<file path="config.mk">
export PLATFORM = sky130hd
export DESIGN_NAME = gpiob_top
export DESIGN_NICKNAME = d
export VERILOG_FILES = /design/src/rtl/gpiob_pkg.sv /design/src/rtl/gpiob_sync.sv /design/src/rtl/gpiob_detect.sv /design/src/rtl/gpiob_status.sv /design/src/rtl/gpiob_top.sv
export SDC_FILE = /design/constraint.sdc
export NUM_CORES = 1
export LEC_CHECK = 0
export ABC_AREA = 1
export BUFFER_PORTS_ARGS = -buffer_cell sky130_fd_sc_hd__buf_2
export CAP_MARGIN = 20
export CORE_UTILIZATION = 50
export CTS_CLUSTER_SIZE = 10
export DETAILED_ROUTE_END_ITERATION = 12
export PLACE_DENSITY = 0.71
export SKIP_LAST_GASP = 1
export SLEW_MARGIN = 40
export SYNTH_ARGS = -nofsm -noshare
export SYNTH_HDL_FRONTEND = slang
export SYNTH_SLANG_ARGS = --single-unit
</file>
<file path="constraint.sdc">
create_clock -name clk -period 1.4 [get_ports clk]
set_input_delay 0.07 -clock clk [delete_from_list [all_inputs] [get_ports clk]]
set_output_delay 0.07 -clock clk [all_outputs]
set_load 0.005 [all_outputs]
</file>
<file path="src/rtl/gpiob_pkg.sv">
package gpiob_pkg;
    localparam int PINS    = 32;
    localparam int ADDR_W  = 4;

    typedef logic [PINS-1:0] pinvec_t;

    typedef enum logic [ADDR_W-1:0] {
        REG_DIR   = 4'd0,
        REG_DOUT  = 4'd1,
        REG_DIN   = 4'd2,
        REG_DLO   = 4'd3,
        REG_DHI   = 4'd4,
        REG_RISE  = 4'd5,
        REG_FALL  = 4'd6,
        REG_STAT  = 4'd7,
        REG_EN    = 4'd8,
        REG_ENSET = 4'd9,
        REG_ENCLR = 4'd10
    } reg_sel_e;

    typedef struct packed {
        pinvec_t lo;
        pinvec_t hi;
        pinvec_t rise;
        pinvec_t fall;
    } det_cfg_t;

    function automatic pinvec_t mask_update(pinvec_t cur, pinvec_t bits, logic do_set, logic do_clr);
        pinvec_t r;
        r = cur;
        if (do_set) r = r | bits;
        if (do_clr) r = r & ~bits;
        return r;
    endfunction
endpackage

</file>
<file path="src/rtl/gpiob_sync.sv">
module gpiob_sync #(
    parameter int W      = 32,
    parameter int STAGES = 2
) (
    input  logic         clk,
    input  logic         rst,
    input  logic [W-1:0] d,
    output logic [W-1:0] q
);
    logic [STAGES-1:0][W-1:0] stg;

    always_ff @(posedge clk) begin
        if (rst) begin
            stg <= '0;
        end else begin
            stg[0] <= d;
            for (int i = 1; i < STAGES; i++) stg[i] <= stg[i-1];
        end
    end

    assign q = stg[STAGES-1];
endmodule

</file>
<file path="src/rtl/gpiob_detect.sv">
module gpiob_detect
    import gpiob_pkg::*;
(
    input  logic     clk,
    input  logic     rst,
    input  pinvec_t  cur,
    input  det_cfg_t cfg,
    output pinvec_t  evt
);
    pinvec_t prev;
    pinvec_t rise_hit;

    always_ff @(posedge clk) begin
        if (rst) prev <= '0;
        else     prev <= cur;
    end

    for (genvar g = 0; g < PINS; g++) begin : g_pin
        logic lvl_hit, edge_r, edge_f;
        assign lvl_hit     = (cfg.lo[g] & ~cur[g]) | (cfg.hi[g] & cur[g]);
        assign edge_r      = cfg.rise[g] & cur[g] & ~prev[g];
        assign edge_f      = cfg.fall[g] & ~cur[g] & prev[g];
        assign rise_hit[g] = edge_r;
        assign evt[g]      = lvl_hit | edge_r | edge_f;
    end


    rise_single_chk: assert property (@(posedge clk) disable iff (rst)
        ((rise_hit & $past(rise_hit)) == '0));
endmodule

</file>
<file path="src/rtl/gpiob_status.sv">
module gpiob_status
    import gpiob_pkg::*;
(
    input  logic    clk,
    input  logic    rst,
    input  pinvec_t evt,
    input  pinvec_t clr_mask,
    output pinvec_t stat_q
);
    always_ff @(posedge clk) begin
        if (rst) stat_q <= '0;
        else     stat_q <= (stat_q & ~clr_mask) | evt;
    end


    w1c_clear_chk: assert property (@(posedge clk) disable iff (rst)
        ((clr_mask & ~evt) != '0) |=> ((stat_q & $past(clr_mask & ~evt)) == '0));


    evt_latch_chk: assert property (@(posedge clk) disable iff (rst)
        (evt != '0) |=> ((stat_q & $past(evt)) == $past(evt)));
endmodule

</file>
<file path="src/rtl/gpiob_top.sv">
module gpiob_top
    import gpiob_pkg::*;
#(
    parameter int SYNC_STAGES = 2
) (
    input  logic              clk,
    input  logic              rst,
    input  logic              bus_wr,
    input  logic              bus_rd,
    input  logic [ADDR_W-1:0] bus_addr,
    input  logic [PINS-1:0]   bus_wdata,
    output logic [PINS-1:0]   bus_rdata,
    input  logic [PINS-1:0]   pin_in,
    output logic [PINS-1:0]   pin_out,
    output logic [PINS-1:0]   pin_oe,
    output logic              irq
);
    pinvec_t  dir_q, dout_q, en_q, din_s, evt, stat_q, clr_mask, rd_mux;
    det_cfg_t cfg_q;

    function automatic logic hit(input logic [ADDR_W-1:0] a, input reg_sel_e s);
        return a == s;
    endfunction

    gpiob_sync #(.W(PINS), .STAGES(SYNC_STAGES)) u_sync (
        .clk(clk), .rst(rst), .d(pin_in), .q(din_s)
    );

    gpiob_detect u_detect (
        .clk(clk), .rst(rst), .cur(din_s), .cfg(cfg_q), .evt(evt)
    );

    assign clr_mask = (bus_wr && hit(bus_addr, REG_STAT)) ? bus_wdata : '0;

    gpiob_status u_status (
        .clk(clk), .rst(rst), .evt(evt), .clr_mask(clr_mask), .stat_q(stat_q)
    );

    always_ff @(posedge clk) begin
        if (rst) begin
            dir_q  <= '1;
            dout_q <= '0;
            cfg_q  <= '0;
            en_q   <= '0;
        end else if (bus_wr) begin
            unique case (bus_addr)
                REG_DIR:   dir_q      <= bus_wdata;
                REG_DOUT:  dout_q     <= bus_wdata;
                REG_DLO:   cfg_q.lo   <= bus_wdata;
                REG_DHI:   cfg_q.hi   <= bus_wdata;
                REG_RISE:  cfg_q.rise <= bus_wdata;
                REG_FALL:  cfg_q.fall <= bus_wdata;
                REG_EN:    en_q       <= bus_wdata;
                REG_ENSET: en_q       <= mask_update(en_q, bus_wdata, 1'b1, 1'b0);
                REG_ENCLR: en_q       <= mask_update(en_q, bus_wdata, 1'b0, 1'b1);
                default: ;
            endcase
        end
    end

    always_comb begin
        unique case (bus_addr)
            REG_DIR:   rd_mux = dir_q;
            REG_DOUT:  rd_mux = dout_q;
            REG_DIN:   rd_mux = din_s;
            REG_DLO:   rd_mux = cfg_q.lo;
            REG_DHI:   rd_mux = cfg_q.hi;
            REG_RISE:  rd_mux = cfg_q.rise;
            REG_FALL:  rd_mux = cfg_q.fall;
            REG_STAT:  rd_mux = stat_q;
            REG_EN, REG_ENSET, REG_ENCLR: rd_mux = en_q;
            default:   rd_mux = '0;
        endcase
    end

    always_ff @(posedge clk) begin
        if (rst)         bus_rdata <= '0;
        else if (bus_rd) bus_rdata <= rd_mux;
    end

    assign pin_out = dout_q;
    assign pin_oe  = ~dir_q;
    assign irq     = |(stat_q & en_q);


    dir_wr_chk: assert property (@(posedge clk) disable iff (rst)
        (bus_wr && bus_addr == REG_DIR) |=> (pin_oe == ~$past(bus_wdata)));


    dout_wr_chk: assert property (@(posedge clk) disable iff (rst)
        (bus_wr && bus_addr == REG_DOUT) |=> (pin_out == $past(bus_wdata)));


    en_set_chk: assert property (@(posedge clk) disable iff (rst)
        (bus_wr && bus_addr == REG_ENSET) |=> ((en_q & $past(bus_wdata)) == $past(bus_wdata)));


    en_clr_chk: assert property (@(posedge clk) disable iff (rst)
        (bus_wr && bus_addr == REG_ENCLR) |=> ((en_q & $past(bus_wdata)) == '0));
endmodule

</file>
# Word-level counts from Yosys, hierarchy flattened
# Index checks and enable logic that the tools add are counted.
classes:
  reduce_logical: 12
  n_mux: 3
  n_bitwise: 360
  eq_ne: 10
op_table:
  columns: ["cell", "count"]
  rows:
  - ["$pmux W32 S9", 1]
  - ["$and A1 B1 Y1", 192]
  - ["$and A32 B32 Y32", 3]
  - ["$not A32 Y32", 3]
  - ["$or A1 B1 Y1", 96]
  - ["$pmux W32 S3", 1]
  - ["$not A1 Y1", 64]
  - ["$or A32 B32 Y32", 2]
  - ["$mux W32", 1]
  - ["$reduce_or A32 Y1", 1]
  - ["$eq A4 B3 Y1 const B", 4]
  - ["$reduce_and A2 Y1", 7]
  - ["$eq A4 B4 Y1 const B", 3]
  - ["$eq A4 B2 Y1 const B", 2]
  - ["$eq A4 B1 Y1 const B", 1]
  - ["$logic_not A4 Y1", 1]
  - ["$reduce_bool A3 Y1", 1]
  - ["$reduce_or A3 Y1", 1]
  - ["$logic_and A1 B1 Y1", 1]
word_totals:
  input_bits: 72
  out_inout_bits: 97
  ff_bits: 384
  elab_cells: 397

# Logic depth before layout (Yosys ltp)
depth:
  word_depth: 6
  mapped_depth: 10
  ltp_nobuf: 8

# Modules after synthesis
# Synthesis repeated with hierarchy kept, for this count alone.
unflattened:
  hier_cells: 2623
  area_unflattened_um2: 17481.8
modules_own_cells:
  columns: ["mod", "n_inst", "cells_each", "seq_area_each_um2", "area_per_inst_um2"]
  rows:
  - ["gpiob_top", 1, 1842, 5124.9, 12210.5]
  - ["gpiob_sync", 1, 231, 1281.2, 2080.7]
  - ["gpiob_detect", 1, 387, 640.6, 1995.7]
  - ["gpiob_status", 1, 163, 640.6, 1194.9]

# Worst setup path before layout
# No wires, ideal clock.
synth_path:
  path_type: "input to register"
  from: "input port bus_addr[3]"
  to: "register bus_rdata[10]"
  t_arrival_ps: 1104
  t_required_ps: 1330
  setup_slack_ps: 226
  path_buffers: 2
  cell_stages: 9
  setup_ps: 70
  cell_sequence: "nor2_1 buf_2 clkbuf_1 nand3_1 nand3_1 nor2_1 nand2_1 nand2_1 a21oi_1"
synth_via:
  elab_chain_cells: 3
  elab_cells_between_ends: 13
  cone_classes: "eq/ne (10); mux (1); reduce/logical (2)"
synth_lines:
  columns: ["item", "line_no", "rtl"]
  rows:
  - ["start, declared", "gpiob_top.sv:10", "input logic [ADDR_W-1:0] bus_addr,"]
  - ["$eq A4 B4 Y1", "gpiob_top.sv:62", "unique case (bus_addr)"]
  - ["$reduce_or A3 Y1", "gpiob_top.sv:62", null]
  - ["$pmux W32 S9 *", "gpiob_top.sv:62", null]
  - ["end signal, assigned", "gpiob_top.sv:78", "else if (bus_rd) bus_rdata <= rd_mux;"]
  - ["end, declared", "gpiob_top.sv:12", "output logic [PINS-1:0] bus_rdata,"]
# Mark *: on every way between the ends. The rest lies on a longest branch, timed or not.
# A chain may end at the register's enable or synchronous reset.

# Final worst setup path
layout_path:
  from: "register u_status.stat_q[28]"
  to: "output port irq"
layout_via:
  elab_chain_cells: 2
layout_lines:
  columns: ["item", "line_no", "rtl"]
  rows:
  - ["start, declared", "gpiob_status.sv:8", "output pinvec_t stat_q"]
  - ["start signal, assigned", "gpiob_status.sv:12", "else stat_q <= (stat_q & ~clr_mask) | evt;"]
  - ["$and A32 B32 Y32", "gpiob_top.sv:83", "assign irq = |(stat_q & en_q);"]
  - ["$reduce_or A32 Y1", "gpiob_top.sv:83", null]
  - ["end, declared", "gpiob_top.sv:16", "output logic irq"]
# No other way between the ends.

==> summary.txt <==
Outcome
  • Status: complete, but fails checks
  • Failing checks: negative setup slack

Yosys
  • Area fraction of the dominant cell type after synthesis: between 40% and 50%
  • Mux contribution to synthesized area: 0%
  • Synth Area in Adders: 0%
  • Syn avg cell area: 6.98 sq um
  • Main combinational cell family by area after synthesis: simple AND/OR/NAND/NOR gates
  • Xor and xnor fraction of the mapped netlist area: 0%
  • Most common cell in the synthesized netlist: dfxtp_1
  • Synthesized area: ~16000 sq um
  • Seq/Total Area, Yosys: a little under half
  • Post-synth EDFFs: 0
  • Syn_nets: ~2400
  • Synth cell types: 20
  • Complex-gate fraction of the synthesized area: about 20%
  • Async SR Flop Fraction: 0%
  • Leading area contributor after synthesis: dfxtp_1
  • Post-Synth Simple-Gate Area: 20.6%
  • Yosys reg bits: roughly 380
  • Synthesized instance count: around 2300
  • Synth warnings: 0
  • Top post-synthesis cells by area: dfxtp_1 (47%), nand3_1 (9.9%), o21ai_0 (9.6%)
  • Synth cell count leaders: dfxtp_1 (384), inv_1 (356), nand3_1 (324)
  • Top_reg_cell synth: dfxtp_1

Route
  • Detail Route Antenna Nets: 0
  • TritonRoute pass-1 iters: 6
  • Wire per inst: between 15 and 20 um
  • Total routed wirelength: 50400 um
  • Initial DRC count: 1308
  • Routed vias: ~16000
  • Vias per cell: about 5.5
  • Remaining DRCs: 0

STA
  • Worst-Margin Slew: between 0.6 and 0.7 ns
  • Post-layout worst setup margin: -0.389 ns
  • Fmax: approximately 0.56 GHz
  • RSZ-0062 raised after global routing: yes
  • Skew final: 0.00876 ns
  • Final Cycle Share: 128%
  • Worst hold slack: 0.0361 ns
  • Period minus WS final: around 1.8 ns
  • Final Hold Fails: 0
  • Slew HR: between 50% and 60%
  • Setup violators final: 1
  • Fin. max-slew vios: 0

Floorplanning
  • Die W: approximately 180 um
  • Core ar.: 31900 sq um
  • I/O pin cnt: between 150 and 200
  • Die H: between 150 and 200 um
  • Die area: ~33000 sq um
  • Row count: 65
  • Initial Utilization: 51.2%

Finish
  • Final Util: between 60 and 70%
  • Share of cells above drive strength 1: roughly an eighth
  • Area Overhead vs Synth: 22.6%
  • Final instance area: between 20000 and 25000 sq um
  • Nets@finish: around 2600
  • Fillers: 2843

Global routing
  • Initial antenna violation count: 2
  • Number of global-route vias before repair: 15600
  • First-pass GRT wire length: about 80000 um
  • Pin count of the biggest net entering global routing: about 130
  • GR Util All Layers: approximately 30%
  • GRT overflow: 0

Setup path
  • CP dominant cell by count: nand4_1
  • Worst Path Required: 1.33 ns
  • Critical Path Sink Type: output port
  • Critical path type: reg2out
  • CP max stage delay: 0.33 ns
  • Crit path max fanout: 2
  • CP arrival: around 1.7 ns
  • Critical path, cell by cell: nand2_2 > nand4_1 > nor2_1 > nand4_1 > buf_2
  • Critical path's slowest cell: dfxtp_2
  • Crit path launch type: register

Power and ir drop
  • Max VDD drop: just over 900 uV
  • Leak: roughly 8.5 nW
  • PwrDens: ~1200 nW/um^2

Clocking
  • CTS tree: built
  • Clk Latency, worst-skew pair: roughly 0.53 ns
  • Num CTS Buffers: 45
  • Deepest clock path buffer count: 3
  • Clock root buffer: clkbuf_16
  • Clk sinks: ~380
  • Clk pin slew, worst setup/hold paths: ~0.050 ns
  • Htree depth: 2

Place
  • RePlAce Congestion: between 0.8 and 0.9
  • Post-Place Setup Slack: -0.125 ns
  • DP HPWL: ~32000 um
  • Port Buf Inserts: around 170
  • Placement Cell Area: ~18000 sq um

Flow run
  • Maxcap violations: 0

Hold path
  • Hold Crit Class: in2reg
## per-layer routing
layer	up-vias	share of wire, %	wire [um]	GRT usage [%]
met3	108	7.4	3730	4.21
met4	2	2.8	1400	10.9
met5	-	0.028	14	0
met2	684	47	23800	50.7
li1	7887	-	-	-
met1	7551	43	21500	38.9
## cell type report
class                   count  area, sq um  share of cell area [%]
multi-input cells        1413         6640                    33.1
clock buffers              50         1140                    5.71
clock inverters             4         31.3                   0.156
inverters                 361         1360                    6.77
flip-flops and latches    384         7690                    38.4
well taps                 435          544                    2.72
repair buffers            319         2630                    13.1
diodes                      1         2.50                  0.0125
## layout by cell type, fill, tap and decap left out, drive strengths merged
cell type    count
nor4             1
diode            1
nand4            8
nand3          324
clkinv           2
nand2          235
o21ai          350
dfxtp          384
and3             1
buf            255
clkbuf          50
nor2           205
inv            363
o2111ai          1
a21oi          288
dlygate4sd3     64
## worst paths after layout
kind	start	endpoint	slack, ns	depth (start not counted)
max	u_status.stat_q[28]$_SDFF_PP0_	irq	-0.39	5
min	rst	u_sync.stg[8]$_SDFF_PP0_	0.04	3
max reg2reg	u_status.stat_q[28]$_SDFF_PP0_	bus_rdata[28]$_SDFFE_PP0P_	0.39	7
min reg2reg	u_sync.stg[28]$_SDFF_PP0_	u_sync.q[28]$_SDFF_PP0_	0.39	2
## power breakdown
part	internal [W]	total (W)	leakage (nW)	switching, W
sequential	0.0113	0.0115	3.13	0.000220
combinational	0.000810	0.00211	4.77	0.00130
clock	0.00572	0.00992	0.578	0.00420
total	0.0178	0.0235	8.47	0.00572
## critical path, delay by kind of cell (launching register included)
kind	cells	cell delay (ns)
AND/OR/NAND/NOR	4	0.67
flip-flops	1	0.33
buffers and inverters	1	0.20
## flip-flops by register name, indices dropped and copies added (netlist names)
| name | flops |
|---|---|
| u_sync.q | 32 |
| en_q | 32 |
| pin_out | 32 |
| u_detect.prev | 32 |
| dir_q | 32 |
| bus_rdata | 32 |
| u_status.stat_q | 32 |
| u_sync.stg | 32 |
| cfg_q | 128 |
## cell families after synthesis
logic type | after synthesis
and+or+nand+nor | 774
DFF | 384
buffers and inverters | 544
AOI/OAI and AO/OA | 639
## what timing repair did
action,in CTS,in global routing
setup endpoints to repair,1,1
pin swaps,6,6
setup buffers,2,1
gates resized for setup,8,2
hold endpoints to repair,279,0
hold buffers,64,0
## per-stage QoR
| stage | setup TNS, ns | power [W] | cells |
|---|---|---|---|
| global route | -0.426 | 0.0244 | 2967 |
| floorplan | 0 | 0.0128 | 2341 |
| CTS | -0.374 | 0.0236 | 2965 |
| finish | -0.389 | 0.0235 | 2967 |
| global placement | -1.30 | 0.0136 | 2845 |
| detailed placement | -4.23 | 0.0136 | 2845 |
No activity file was read; power rests on OpenSTA's default activity.
